--- src/rtl/pwm_grp_pkg.sv ---
package pwm_grp_pkg;

  typedef struct packed {
    logic dbl;
    logic paired;
    logic center;
  } pwm_mode_t;

  localparam int unsigned MODE_W = 3;

endpackage

--- src/rtl/pwm_regs.sv ---
module pwm_regs
  import pwm_grp_pkg::*;
#(
  parameter int unsigned CW  = 16,
  parameter int unsigned NCH = 4,
  parameter int unsigned AW  = 3
) (
  input  logic                    clk,
  input  logic                    rst_n,
  input  logic                    wr_en,
  input  logic [AW-1:0]           wr_addr,
  input  logic [CW-1:0]           wr_data,
  input  logic                    load_start,
  input  logic                    load_mid,
  output logic [CW-1:0]           per_act,
  output pwm_mode_t               mode_act,
  output logic [NCH-1:0][CW-1:0]  duty_act
);

  localparam logic [AW-1:0] A_PER  = AW'(0);
  localparam logic [AW-1:0] A_MODE = AW'(1);

  logic [CW-1:0]          per_sh_q, per_sh_d, per_act_d;
  pwm_mode_t              mode_sh_q, mode_sh_d, mode_act_d;
  logic [NCH-1:0][CW-1:0] duty_sh_q, duty_sh_d, duty_act_d;

  always_comb begin
    per_sh_d   = per_sh_q;
    mode_sh_d  = mode_sh_q;
    per_act_d  = per_act;
    mode_act_d = mode_act;
    if (wr_en && wr_addr == A_PER)  per_sh_d  = wr_data;
    if (wr_en && wr_addr == A_MODE) mode_sh_d = pwm_mode_t'(wr_data[MODE_W-1:0]);
    if (load_start) begin
      per_act_d  = per_sh_q;
      mode_act_d = mode_sh_q;
    end
  end

  for (genvar n = 0; n < NCH; n++) begin : g_duty
    localparam logic [AW-1:0] A_DUTY = AW'(NCH + n);
    always_comb begin
      duty_sh_d[n]  = duty_sh_q[n];
      duty_act_d[n] = duty_act[n];
      if (wr_en && wr_addr == A_DUTY) duty_sh_d[n]  = wr_data;
      if (load_start || load_mid)     duty_act_d[n] = duty_sh_q[n];
    end
  end

  always_ff @(posedge clk or negedge rst_n) begin
    if (!rst_n) begin
      per_sh_q  <= '0;
      mode_sh_q <= '0;
      duty_sh_q <= '0;
      per_act   <= '0;
      mode_act  <= '0;
      duty_act  <= '0;
    end else begin
      per_sh_q  <= per_sh_d;
      mode_sh_q <= mode_sh_d;
      duty_sh_q <= duty_sh_d;
      per_act   <= per_act_d;
      mode_act  <= mode_act_d;
      duty_act  <= duty_act_d;
    end
  end

endmodule

--- src/rtl/pwm_timebase.sv ---
module pwm_timebase #(
  parameter int unsigned CW = 16
) (
  input  logic          clk,
  input  logic          rst_n,
  input  logic [CW-1:0] per_act,
  input  logic          center,
  input  logic          dbl,
  output logic [CW-1:0] cnt_q,
  output logic          down_q,
  output logic          idle,
  output logic          load_start,
  output logic          load_mid
);

  logic [CW-1:0] top_val;
  logic          wrap, turn;
  logic [CW-1:0] cnt_d;
  logic          down_d;

  assign idle    = (per_act == '0);
  assign top_val = per_act - CW'(1);

  always_comb begin
    wrap       = center ? (down_q && cnt_q == '0) : (cnt_q == top_val);
    turn       = center && !down_q && !idle && (cnt_q == top_val);
    load_start = idle || wrap;
    load_mid   = turn && dbl;
    cnt_d      = cnt_q;
    down_d     = down_q;
    if (load_start) begin
      cnt_d  = '0;
      down_d = 1'b0;
    end else if (turn) begin
      down_d = 1'b1;
    end else if (down_q) begin
      cnt_d = cnt_q - CW'(1);
    end else begin
      cnt_d = cnt_q + CW'(1);
    end
  end

  always_ff @(posedge clk or negedge rst_n) begin
    if (!rst_n) begin
      cnt_q  <= '0;
      down_q <= 1'b0;
    end else begin
      cnt_q  <= cnt_d;
      down_q <= down_d;
    end
  end

endmodule

--- src/rtl/pwm_outstage.sv ---
module pwm_outstage #(
  parameter int unsigned CW        = 16,
  parameter int unsigned NUM_PAIRS = 2,
  localparam int unsigned NCH      = 2 * NUM_PAIRS
) (
  input  logic [CW-1:0]          cnt_q,
  input  logic                   down_q,
  input  logic                   idle,
  input  logic                   paired,
  input  logic [NCH-1:0][CW-1:0] duty_act,
  output logic [NCH-1:0]         pwm_out,
  output logic                   sync_pulse
);

  logic [NCH-1:0] below;

  for (genvar p = 0; p < NUM_PAIRS; p++) begin : g_pair
    assign below[2*p]   = cnt_q < duty_act[2*p];
    assign below[2*p+1] = cnt_q < duty_act[2*p+1];
    always_comb begin
      pwm_out[2*p]   = !idle && below[2*p];
      pwm_out[2*p+1] = !idle && (paired ? !below[2*p] : below[2*p+1]);
    end
  end

  assign sync_pulse = !idle && !down_q && (cnt_q == '0);

endmodule

--- src/rtl/pwm_quad_group.sv ---
module pwm_quad_group
  import pwm_grp_pkg::*;
#(
  parameter int unsigned CW        = 16,
  parameter int unsigned NUM_PAIRS = 2,
  localparam int unsigned NCH      = 2 * NUM_PAIRS,
  localparam int unsigned AW       = $clog2(NCH) + 1
) (
  input  logic           clk,
  input  logic           rst_n,
  input  logic           wr_en,
  input  logic [AW-1:0]  wr_addr,
  input  logic [CW-1:0]  wr_data,
  output logic [NCH-1:0] pwm_out,
  output logic           sync_pulse
);

  logic [CW-1:0]          per_act;
  pwm_mode_t              mode_act;
  logic [NCH-1:0][CW-1:0] duty_act;
  logic [CW-1:0]          cnt_q;
  logic                   down_q, idle, load_start, load_mid;

  pwm_regs #(.CW(CW), .NCH(NCH), .AW(AW)) u_regs (
    .clk(clk), .rst_n(rst_n), .wr_en(wr_en), .wr_addr(wr_addr),
    .wr_data(wr_data), .load_start(load_start), .load_mid(load_mid),
    .per_act(per_act), .mode_act(mode_act), .duty_act(duty_act)
  );

  pwm_timebase #(.CW(CW)) u_tb (
    .clk(clk), .rst_n(rst_n), .per_act(per_act),
    .center(mode_act.center), .dbl(mode_act.dbl),
    .cnt_q(cnt_q), .down_q(down_q), .idle(idle),
    .load_start(load_start), .load_mid(load_mid)
  );

  pwm_outstage #(.CW(CW), .NUM_PAIRS(NUM_PAIRS)) u_out (
    .cnt_q(cnt_q), .down_q(down_q), .idle(idle), .paired(mode_act.paired),
    .duty_act(duty_act), .pwm_out(pwm_out), .sync_pulse(sync_pulse)
  );

endmodule

--- config.mk ---
export PLATFORM = sky130hd
export DESIGN_NAME = pwm_quad_group
export DESIGN_NICKNAME = d
export VERILOG_FILES = /design/src/rtl/pwm_grp_pkg.sv /design/src/rtl/pwm_regs.sv /design/src/rtl/pwm_timebase.sv /design/src/rtl/pwm_outstage.sv /design/src/rtl/pwm_quad_group.sv
export SDC_FILE = /design/constraint.sdc
export NUM_CORES = 1
export LEC_CHECK = 0
export BUFFER_PORTS_ARGS = -buffer_cell sky130_fd_sc_hd__buf_2
export CAP_MARGIN = 20
export CORE_UTILIZATION = 30
export DETAILED_ROUTE_END_ITERATION = 12
export PLACE_DENSITY = 0.5
export SKIP_CTS_REPAIR_TIMING = 1
export SYNTH_ARGS = -nofsm -noshare
export SYNTH_HDL_FRONTEND = slang
export SYNTH_SLANG_ARGS = --single-unit
--- constraint.sdc ---
create_clock -name clk -period 2.8 [get_ports clk]
set_clock_uncertainty 0.15 [all_clocks]
set_input_delay 0.14 -clock clk [delete_from_list [all_inputs] [get_ports clk]]
set_output_delay 0.14 -clock clk [all_outputs]
set_load 0.01 [all_outputs]
==> results of run 1 <==
==> final timing paths <==
path | startpoint | endpoint | slack (ns)
worst max-delay path | u_regs.per_act[10] | u_regs.duty_act[53] | -0.31
worst min-delay path | rst_n | u_regs.per_act[13] | 0.04
worst max register to register | u_regs.per_act[10] | u_regs.duty_act[53] | -0.31
worst min register to register | u_regs.per_sh_q[6] | u_regs.per_act[6] | 0.33
max in group asynchronous | rst_n | u_regs.duty_sh_q[48] | 1.67
min in group clk | wr_addr[2] | u_regs.mode_sh_q[1] | 0.06
==> kinds of logic (layout without fill, tap and decap cells) <==
logic type,Yosys count,count (layout),synth area share (%)
AOI/OAI and AO/OA,124,124,9.00
xor gates and xnor gates,33,33,2.92
adders and majority gates,77,77,9.81
buffers and inverters,100,230,4.38
DFF,183,183,46.3
muxes,168,168,21.4
and+or+nand+nor,118,118,6.22
==> cell usage in the layout (no fill, tap or decap), types with 10 or more instances in the layout <==
cell type / synthesis / final
a21o_1: 21 / 21
a21oi_1: 26 / 23
buf_2: 4 / 22
buf_4: 0 / 70
buf_6: 7 / 11
clkbuf_16: 0 / 18
dfrtp_1: 183 / 179
dlygate4sd3_1: 0 / 17
ha_1: 76 / 74
inv_1: 71 / 71
mux2_1: 19 / 19
mux2_2: 88 / 88
mux2_4: 60 / 60
nand2_1: 23 / 21
nor2_1: 34 / 32
nor3_1: 12 / 10
xnor2_1: 22 / 22
xor2_1: 11 / 10
==> metrics by stage <==
step           setup slack [ns]  setup TNS, ns  utilization, %
2_1_floorplan            -0.199         -12.19               -
3_3_place_gp             -0.199         -12.78            34.1
3_5_place_dp             -0.207         -13.70            34.1
4_1_cts                  -0.372         -16.65            36.0
5_1_grt                  -0.378         -30.44            37.6
6_report                 -0.308         -21.86            37.6
==> worst max-delay path, cell delays in order (launching register included) <==
cell and delay, ns:
dfrtp_1 0.42, or4_4 0.56, buf_4 0.16, o41ai_4 0.32
nand4_1 0.18, o311a_1 0.38, a21boi_4 0.15, buf_12 0.15
buf_12 0.17, mux2_1 0.32
==> where the power goes <==
part	total [mW]	leakage [nW]	internal, mW	switching (mW)
Clock	2.54	0.291	1.51	1.03
Sequential	4.19	2.27	3.53	0.668
Combinational	5.89	3.37	3.19	2.71
==> flip-flops by register name, summed over array words and instances, names as in the netlist <==
register / count
u_tb.down_q: 1
u_regs.duty_sh_q: 64
u_regs.mode_act: 3
u_regs.duty_act: 64
u_regs.mode_sh_q: 3
u_regs.per_act: 16
u_regs.per_sh_q: 16
u_tb.cnt_q: 16
==> routing by layer <==
metal  routed length [um]  part of all wire [%]
met1                11300                    49
met2                10700                    47
met3                  529                   2.3
met4                  288                   1.3
met5                    0                     0
==> synthesized netlist by cell type (all sizes together), types with 10 or more instances <==
cell type,count
xor2,11
a21o,21
a21oi,26
a211oi,12
nand2,23
dfrtp,183
o21ai,10
nor2,34
inv,71
ha,76
buf,13
nor3,12
xnor2,22
mux2,167
clkbuf,16
==> final cells by class <==
type                    count  area [um^2]  area share, %
clock buffers              19          443           3.63
multi-input cells         520         5090           41.7
flip-flops and latches    183         4580           37.6
well taps                 442          553           4.53
inverters                  71          267           2.18
clock inverters            12          178           1.46
repair buffers            128         1090           8.92
==> key figures, run 1 <==
CTS
  – Num CTS Buffers: 17
  – Worst-path clk slew: 0.07 ns
  – CTS sink cnt: between 150 and 200
  – Htree depth: 4
  – Clock Latency Late Sink: 0.44 ns
  – CTS tree: done
  – CTS max path bufs: 2
  – CTS root buffer: clkbuf_16

Finish
  – Fraction of layout cells with a size suffix above 1: about a third
  – Area delta synth->final: 23.4%
  – Non-Filler Instances: around 1400
  – Final instance area: 12200 um^2
  – FILL cells: 3173
  – Nets: 1020
  – N_diodes: 0

Run
  – Max_cap viols: 0

GRT
  – M3 GR Usage: 2.28%
  – GR Overflow Total: 0
  – Initial antenna violation count: 0
  – Number of global-route vias before repair: 6425
  – M1 GR Usage: 19.2%
  – GRT met2 Usage: 22.7%
  – First-pass GRT wire length: 36.1 mm
  – Largest net degree at the start of global routing: 84
  – Top Usage Layer GRT: met2
  – GRT Util Overall: 14.1%

Placed design
  – Placer Congestion: 0.817
  – Post-DP HPWL: 16.4 mm
  – Placed insts: 1312
  – PortBufs: 26
  – Placed cell area: 11100 um^2

Logic synthesis
  – Most used DFF post-synth: dfrtp_1
  – Post-synth EDFFs: 0
  – Largest cells by area after synthesis: dfrtp_1 46%, mux2_2 10%, ha_1 9.6%
  – Seq cells post-synth: 183
  – Synth cell types: 60
  – Ys async rst share: 100%
  – Synth Instances: between 800 and 900
  – Area leader, netlist: dfrtp_1
  – Post-synth top area share: a little under half
  – Cell area after synthesis: between 9000 and 10000 um^2
  – Mapped Nets: 902
  – Mapped Avg Cell Area: 12.3 um^2
  – Ys Warns: 0
  – Sequential share of the synthesized area: 46.3%

Critical path
  – Worst Setup Start Kind: flip-flop
  – Worst Reg-to-Reg Cells: 9
  – Worst Path Required: 2.97 ns
  – CP Max Fanout: 23
  – Crit path capture type: flip-flop
  – WP data arrival: ~3.3 ns
  – Critical path type: flip-flop to flip-flop

Die
  – Initial Utilization: 30.5%
  – Ports: 27
  – Die Span Y: 184 um
  – Site Rows: 66
  – Die ar.: roughly 34000 um^2
  – Area of the core: 32500 um^2
  – Die Wd: 184 um

STA
  – Slew @ Worst Pin: 0.462 ns
  – Hold Vio Cnt, Final: 0
  – Final hold slack: 0.0433 ns
  – Final setup violation count: 98
  – Max-slew headroom: 69.2%
  – Final min period: between 3 and 4 ns
  – Final setup margin: -0.308 ns
  – Fmax: 322 MHz
  – Final Cycle Share: 111%
  – Max-slew violation count: 0
  – Unrepaired setup endpoints after global routing: true

Route
  – DRC Markers: 0
  – Vias per inst: between 4 and 5
  – TritonRoute pass-1 iters: 4
  – Routed Antenna Nets: 0
  – Vias: 6422
  – WL final: around 23 mm
  – WL per Instance: approximately 17 um
  – Initial drt markers: 257

Power and ir drop
  – Pwr Total: 12.6 mW
  – Max VDD drop: 374 uV
  – P per Cell Area: 1030 nW/um^2
  – Lkg Pwr: 5.94 nW

Min path
  – Hold crit path type: input port to async pin

Status
  – Failing checks: setup timing
  – Outcome: finished, violations left
Power figures use the tool's default switching activity.
==> run 2, diff against run 1 <==
--- a/config.mk
+++ b/config.mk
@@ -8,6 +8,7 @@
 export BUFFER_PORTS_ARGS = -buffer_cell sky130_fd_sc_hd__buf_2
 export CAP_MARGIN = 20
 export CORE_UTILIZATION = 30
+export CTS_BUF_LIST = sky130_fd_sc_hd__clkbuf_8
 export DETAILED_ROUTE_END_ITERATION = 12
 export PLACE_DENSITY = 0.5
 export SKIP_CTS_REPAIR_TIMING = 1
==> key figures, run 2 (synthesis results as in run 1) <==
Die
  – Die ar.: around 34000 um^2
  – Site Rows: 66
  – Ports: 27
  – Die Span Y: 184 um
  – Initial Utilization: 30.5%
  – Area of the core: roughly 32000 um^2
  – Die Wd: 184 um

Critical path
  – Worst-path cell with the longest stage delay: or4_4
  – R2R setup slack: -0.19 ns
  – Critical-path cell list: or4_4 > buf_4 > o41ai_2 > nand4_1 > o311a_1 > a21boi_4 > buf_12 > mux2_1
  – Worst Setup Start Kind: flip-flop
  – FF-to-FF Start: u_regs.per_act[10]
  – Crit path capture type: flip-flop
  – Slowest stage delay, CP: 0.56 ns
  – WP data arrival: about 3.2 ns
  – CP Max Fanout: 26
  – Worst Path Required: 3.01 ns
  – Reg-to-reg endpoint: u_regs.duty_act[54]
  – Worst Reg-to-Reg Cells: 8
  – CP startpoint: u_regs.per_act[10]
  – Critical path type: flip-flop to flip-flop

Status
  – Failing checks: hold timing, setup timing
  – Outcome: finished, violations left

Route
  – Initial drt markers: around 230
  – TritonRoute pass-1 iters: 4
  – DRC Markers: 0
  – Vias: 6404
  – WL final: 22.6 mm
  – Routed Antenna Nets: 0
  – WL per Instance: 16.4 um
  – Vias per inst: 4.65

STA
  – Setup tns final: -12.52 ns
  – Final setup violation count: 95
  – Unrepaired setup endpoints after global routing: true
  – Hold Vio Cnt, Final: 3
  – Fmax: 335 MHz
  – Final hold slack: -0.00672 ns
  – Final min period: around 3 ns
  – Final Cycle Share: 107%
  – Max-slew headroom: a little over two thirds
  – Max-slew violation count: 0
  – Final setup margin: -0.187 ns
  – Slew @ Worst Pin: about 0.45 ns

Power and ir drop
  – Max VDD drop: 305 uV
  – Lkg Pwr: 5.86 nW
  – P per Cell Area: 997 nW/um^2

Finish
  – Fraction of layout cells with a size suffix above 1: 35.6%
  – Nets: 1023
  – Area delta synth->final: 21.8%
  – Regs by FF count: u_regs.duty_act x64, u_regs.duty_sh_q x64
  – Leading cell types in the layout, fill and taps excluded: 179 x dfrtp_1, 88 x mux2_2, 73 x ha_1, 73 x buf_4, 72 x inv_1
  – N_diodes: 0
  – Most common cell after layout, fill and taps aside: dfrtp_1
  – Final Util: a little under two fifths

Min path
  – Hold crit path type: input port to async pin

GRT
  – GR Overflow Total: 0
  – GRT Util Overall: 14.1%
  – First-pass GRT wire length: between 30 and 40 mm
  – Number of global-route vias before repair: 6411
  – Initial antenna violation count: 0
  – Largest net degree at the start of global routing: 84

CTS
  – CTS sink cnt: 183
  – Htree depth: 4
  – CTS root buffer: clkbuf_8
  – CTS tree: done
  – Clock Latency Late Sink: 0.48 ns
  – Worst-path clk slew: 0.10 ns
  – Num CTS Buffers: 17
  – CTS max path bufs: 2

Placed design
  – PortBufs: 26
  – Post-DP HPWL: between 15 and 20 mm
  – Placer Congestion: 0.817
  – Setup WS pre-CTS: -0.207 ns

Run
  – Max_cap viols: 0
==> run 2: cell count changes in the layout (fill, tap and decap cells not counted), sizes merged <==
cell | before | now
clkbuf | 21 | 20
dlygate4sd3 | 17 | 18
buf | 109 | 111
inv | 71 | 72
==> run 2: worst max-delay path by stage <==
| stage | to | slack [ns] | cells after the start |
|---|---|---|---|
| final | u_regs.duty_act[54] | -0.19 | 8 |
| after global placement | u_regs.duty_act[54] | -0.20 | 9 |
| after CTS | pwm_out[3] | -0.43 | 10 |
| after detailed placement | u_regs.duty_act[54] | -0.21 | 9 |
| after global routing | u_regs.duty_act[54] | -0.35 | 10 |
| after floorplan | u_regs.duty_act[0] | -0.20 | 12 |
==> run 2: metal layers <==
| metal | vias to the layer above | global-route usage (%) | share of wire [%] |
|---|---|---|---|
| li1 | 3114 | - | - |
| met1 | 3229 | 19.2 | 50 |
| met2 | 39 | 22.6 | 47 |
| met3 | 22 | 2.75 | 2.1 |
| met4 | 0 | 4.30 | 1.4 |
| met5 | - | 0 | 0 |
==> run 2: area by class of cell <==
type                            instances  area, um^2
Clock inverter                         13         181
Tap cell                              442         553
Fill cell                            3201       20400
Inverter                               71         267
Clock buffer                           18         248
Sequential cell                       183        4580
Multi-Input combinational cell        520        5110
Timing Repair Buffer                  131        1110
==> run 2: critical path, delay by kind of cell, from the launching register on <==
family,cells,cell delay [ns]
compound gates,3,0.87
simple gates,2,0.74
flops,1,0.43
buf+inv,2,0.36
mux,1,0.32
==> run 2: per-stage QoR <==
stage / area [um^2] / power [mW] / cells
floorplan: 9970 / 7.72 / 803
global placement: 11100 / 9.49 / 1312
detailed placement: 11100 / 9.57 / 1312
CTS: 11500 / 11.6 / 1343
global route: 12100 / 13.0 / 1378
finish: 12100 / 12.0 / 1378
==> run 2: power by group <==
| group | leakage, nW | total, mW | switching [mW] | internal, mW |
|---|---|---|---|---|
| Combinational | 3.38 | 5.89 | 2.71 | 3.19 |
| Sequential | 2.27 | 4.18 | 0.663 | 3.52 |
| Clock | 0.208 | 1.94 | 0.959 | 0.985 |
==> run 3, diff against run 2 <==
--- a/config.mk
+++ b/config.mk
@@ -5,13 +5,15 @@
 export SDC_FILE = /design/constraint.sdc
 export NUM_CORES = 1
 export LEC_CHECK = 0
-export BUFFER_PORTS_ARGS = -buffer_cell sky130_fd_sc_hd__buf_2
+export ABC_AREA = 1
+export BUFFER_PORTS_ARGS = -buffer_cell sky130_fd_sc_hd__buf_4
 export CAP_MARGIN = 20
 export CORE_UTILIZATION = 30
 export CTS_BUF_LIST = sky130_fd_sc_hd__clkbuf_8
 export DETAILED_ROUTE_END_ITERATION = 12
 export PLACE_DENSITY = 0.5
 export SKIP_CTS_REPAIR_TIMING = 1
+export SLEW_MARGIN = 5
 export SYNTH_ARGS = -nofsm -noshare
 export SYNTH_HDL_FRONTEND = slang
 export SYNTH_SLANG_ARGS = --single-unit
==> key figures, run 3 <==
Status
  – Outcome: finished, violations left
  – Failing checks: hold timing

Critical path
  – Worst-path cell with the longest stage delay: dfrtp_2
  – Worst Setup Start Kind: flip-flop
  – Critical path type: flip-flop to output port
  – Critical-path cell list: ha_1 > nand2_1 > inv_1 > nand3_1 > nor3_2 > o21ai_1 > nand3_1 > nand2_1 > nor2_2 > buf_4
  – WP data arrival: 2.40 ns
  – Slowest stage delay, CP: between 0.5 and 0.6 ns
  – Buf+Inv Stages, Crit Path: 2
  – Worst Path Required: 2.51 ns
  – CP startpoint: u_tb.cnt_q[14]
  – FF-to-FF Start: u_regs.per_act[0]
  – CP Max Fanout: 8
  – Crit path capture type: output port
  – CP top delay family: simple AND/OR/NAND/NOR gates

CTS
  – Worst-path clk slew: roughly 0.1 ns
  – Htree depth: 4
  – CTS sink cnt: 183
  – CTS tree: done
  – Num CTS Buffers: 17
  – CTS root buffer: clkbuf_8
  – Clock Latency Late Sink: 0.48 ns
  – CTS max path bufs: 2

GRT
  – First-pass GRT wire length: 44.4 mm
  – Largest net degree at the start of global routing: 67
  – Number of global-route vias before repair: between 8000 and 9000
  – Initial antenna violation count: 0
  – GR Overflow Total: 0
  – GRT Util Overall: 16.0%

Finish
  – Area delta synth->final: 13.9%
  – Fraction of layout cells with a size suffix above 1: between 10% and 20%
  – Leading cell types in the layout, fill and taps excluded: 390 x nand2_1, 195 x inv_1, 172 x dfrtp_1
  – N_diodes: 0
  – Regs by FF count: u_regs.duty_act x64, u_regs.duty_sh_q x64
  – Most common cell after layout, fill and taps aside: nand2_1
  – Nets: between 1000 and 1500
  – Final Util: 34.8%

Power and ir drop
  – Switching power total: ~4.2 mW
  – Gate power share: between 40% and 50%
  – Sw frac: 42.0%
  – Max VDD drop: 349 uV
  – Pwr Total: 10.1 mW
  – P per Cell Area: 841 nW/um^2
  – Lkg Pwr: between 6 and 7 nW
  – Clock network power share: 17.3%
  – Internal Power: 5.87 mW
  – Seq pwr share: 39.9%

Placed design
  – Placer Congestion: 0.853
  – PortBufs: 26
  – Post-DP HPWL: between 15 and 20 mm

Route
  – TritonRoute pass-1 iters: 7
  – DRC Markers: 0
  – Vias: between 8000 and 9000
  – WL per Instance: around 15 um
  – Initial drt markers: 604
  – WL final: 27.7 mm
  – Routed Antenna Nets: 0
  – Vias per inst: 4.51

Logic synthesis
  – Seq cells post-synth: 183
  – Largest cells by area after synthesis: dfrtp_1 43%, nand2_1 14%, ha_1 9.0%
  – Most used DFF post-synth: dfrtp_1
  – Mapped Avg Cell Area: 8.02 um^2
  – Cell area after synthesis: approximately 11000 um^2
  – Area leader, netlist: dfrtp_1
  – Most frequent cell after synthesis: nand2_1
  – Post-synth top area share: 43.4%
  – Post-synth EDFFs: 0
  – Synth cell types: 36
  – Sequential share of the synthesized area: between 40% and 50%
  – Mapped Nets: 1414
  – Most frequent cells after synthesis: 391 x nand2_1, 199 x inv_1, 183 x dfrtp_1
  – Synth Instances: 1315
  – Ys async rst share: 100%
  – Ys Warns: 0

STA
  – Unrepaired setup endpoints after global routing: true
  – Final hold slack: -0.0283 ns
  – Slew @ Worst Pin: 0.645 ns
  – Final Cycle Share: 96.1%
  – Max-slew headroom: 57.0%
  – Setup tns final: 0 ns
  – Fmax: approximately 370 MHz
  – Max-slew violation count: 0
  – Final min period: 2.69 ns
  – Hold Vio Cnt, Final: 4
  – Final setup violation count: 0

Min path
  – Critical hold path startpoint: wr_addr[1]
  – Hold crit path type: input port to flip-flop

Die
  – Die ar.: 35900 um^2
  – Area of the core: approximately 35000 um^2
  – Ports: 27
  – Die Span Y: 190 um
  – Initial Utilization: 30.5%
  – Die Wd: 190 um
  – Site Rows: 68

Run
  – Max_cap viols: 0
run 3: path summary, 6_finish.rpt:
check                      slack [ns]  cells after the start                   end
max reg2reg                      0.19                     13   u_regs.duty_act[36]
min reg2reg                      0.33                      2    u_regs.duty_act[5]
min in group asynchronous        0.04                      2  u_regs.duty_sh_q[43]
min                             -0.03                      5  u_regs.duty_sh_q[52]
max in group asynchronous        1.63                      3   u_regs.duty_act[31]
max                              0.11                     10            pwm_out[3]
run 3: worst reg2reg max path, delay by kind of cell, from the launching register on:
kind	cells	cell delay, ns
adders and majority gates	1	0.17
DFF	1	0.40
buffers and inverters	2	0.32
and+or+nand+nor	9	1.22
xor gates and xnor gates	1	0.25
run 3: cells by family after synthesis:
group                    Yosys count  share of synthesized area (%)
adder cells (fa/ha/maj)           77                           9.20
AO/OA/AOI/OAI                    254                           13.8
AND/OR/NAND/NOR                  532                           21.4
buffers and inverters            243                           10.1
flip-flops                       183                           43.4
XOR/XNOR                          26                           2.16
run 3: power groups by stage:
stage / clock network (mW) / logic (mW) / registers (mW)
2_1_floorplan: 0 / 3.08 / 3.86
3_3_place_gp: 0 / 4.10 / 4.09
3_5_place_dp: 0 / 4.17 / 4.07
4_1_cts: 1.82 / 4.20 / 4.03
5_1_grt: 1.93 / 5.04 / 4.15
6_report: 1.75 / 4.33 / 4.03
run 3: final cells by class:
cell class | count | area (um^2)
fill | 3740 | 22500
sequential | 183 | 4590
tap | 455 | 569
timing repair buffer | 78 | 742
inverter | 200 | 751
clock buffer | 18 | 248
multi-input combinational | 889 | 4990
clock inverter | 14 | 125
run 3: per-layer routing:
metal / GRT usage, % / vias to the layer above / wire [um]
met4: 4.22 / 0 / 283
met2: 25.2 / 92 / 12400
li1: - / 4291 / -
met5: 0 / - / 0
met1: 22.9 / 3884 / 14500
met3: 2.05 / 15 / 531
run 3: through the flow:
step	instance area [um^2]	hold slack, ns	std cells	worst slack (ns)
3_3_place_gp	11300	0.0363	1779	0.129
6_report	12000	-0.0283	1837	0.109
4_1_cts	11700	-0.505	1811	-0.404
2_1_floorplan	10600	-0.306	1315	0.499
3_5_place_dp	11300	0.0258	1779	0.109
5_1_grt	12000	0.00112	1837	-0.0775
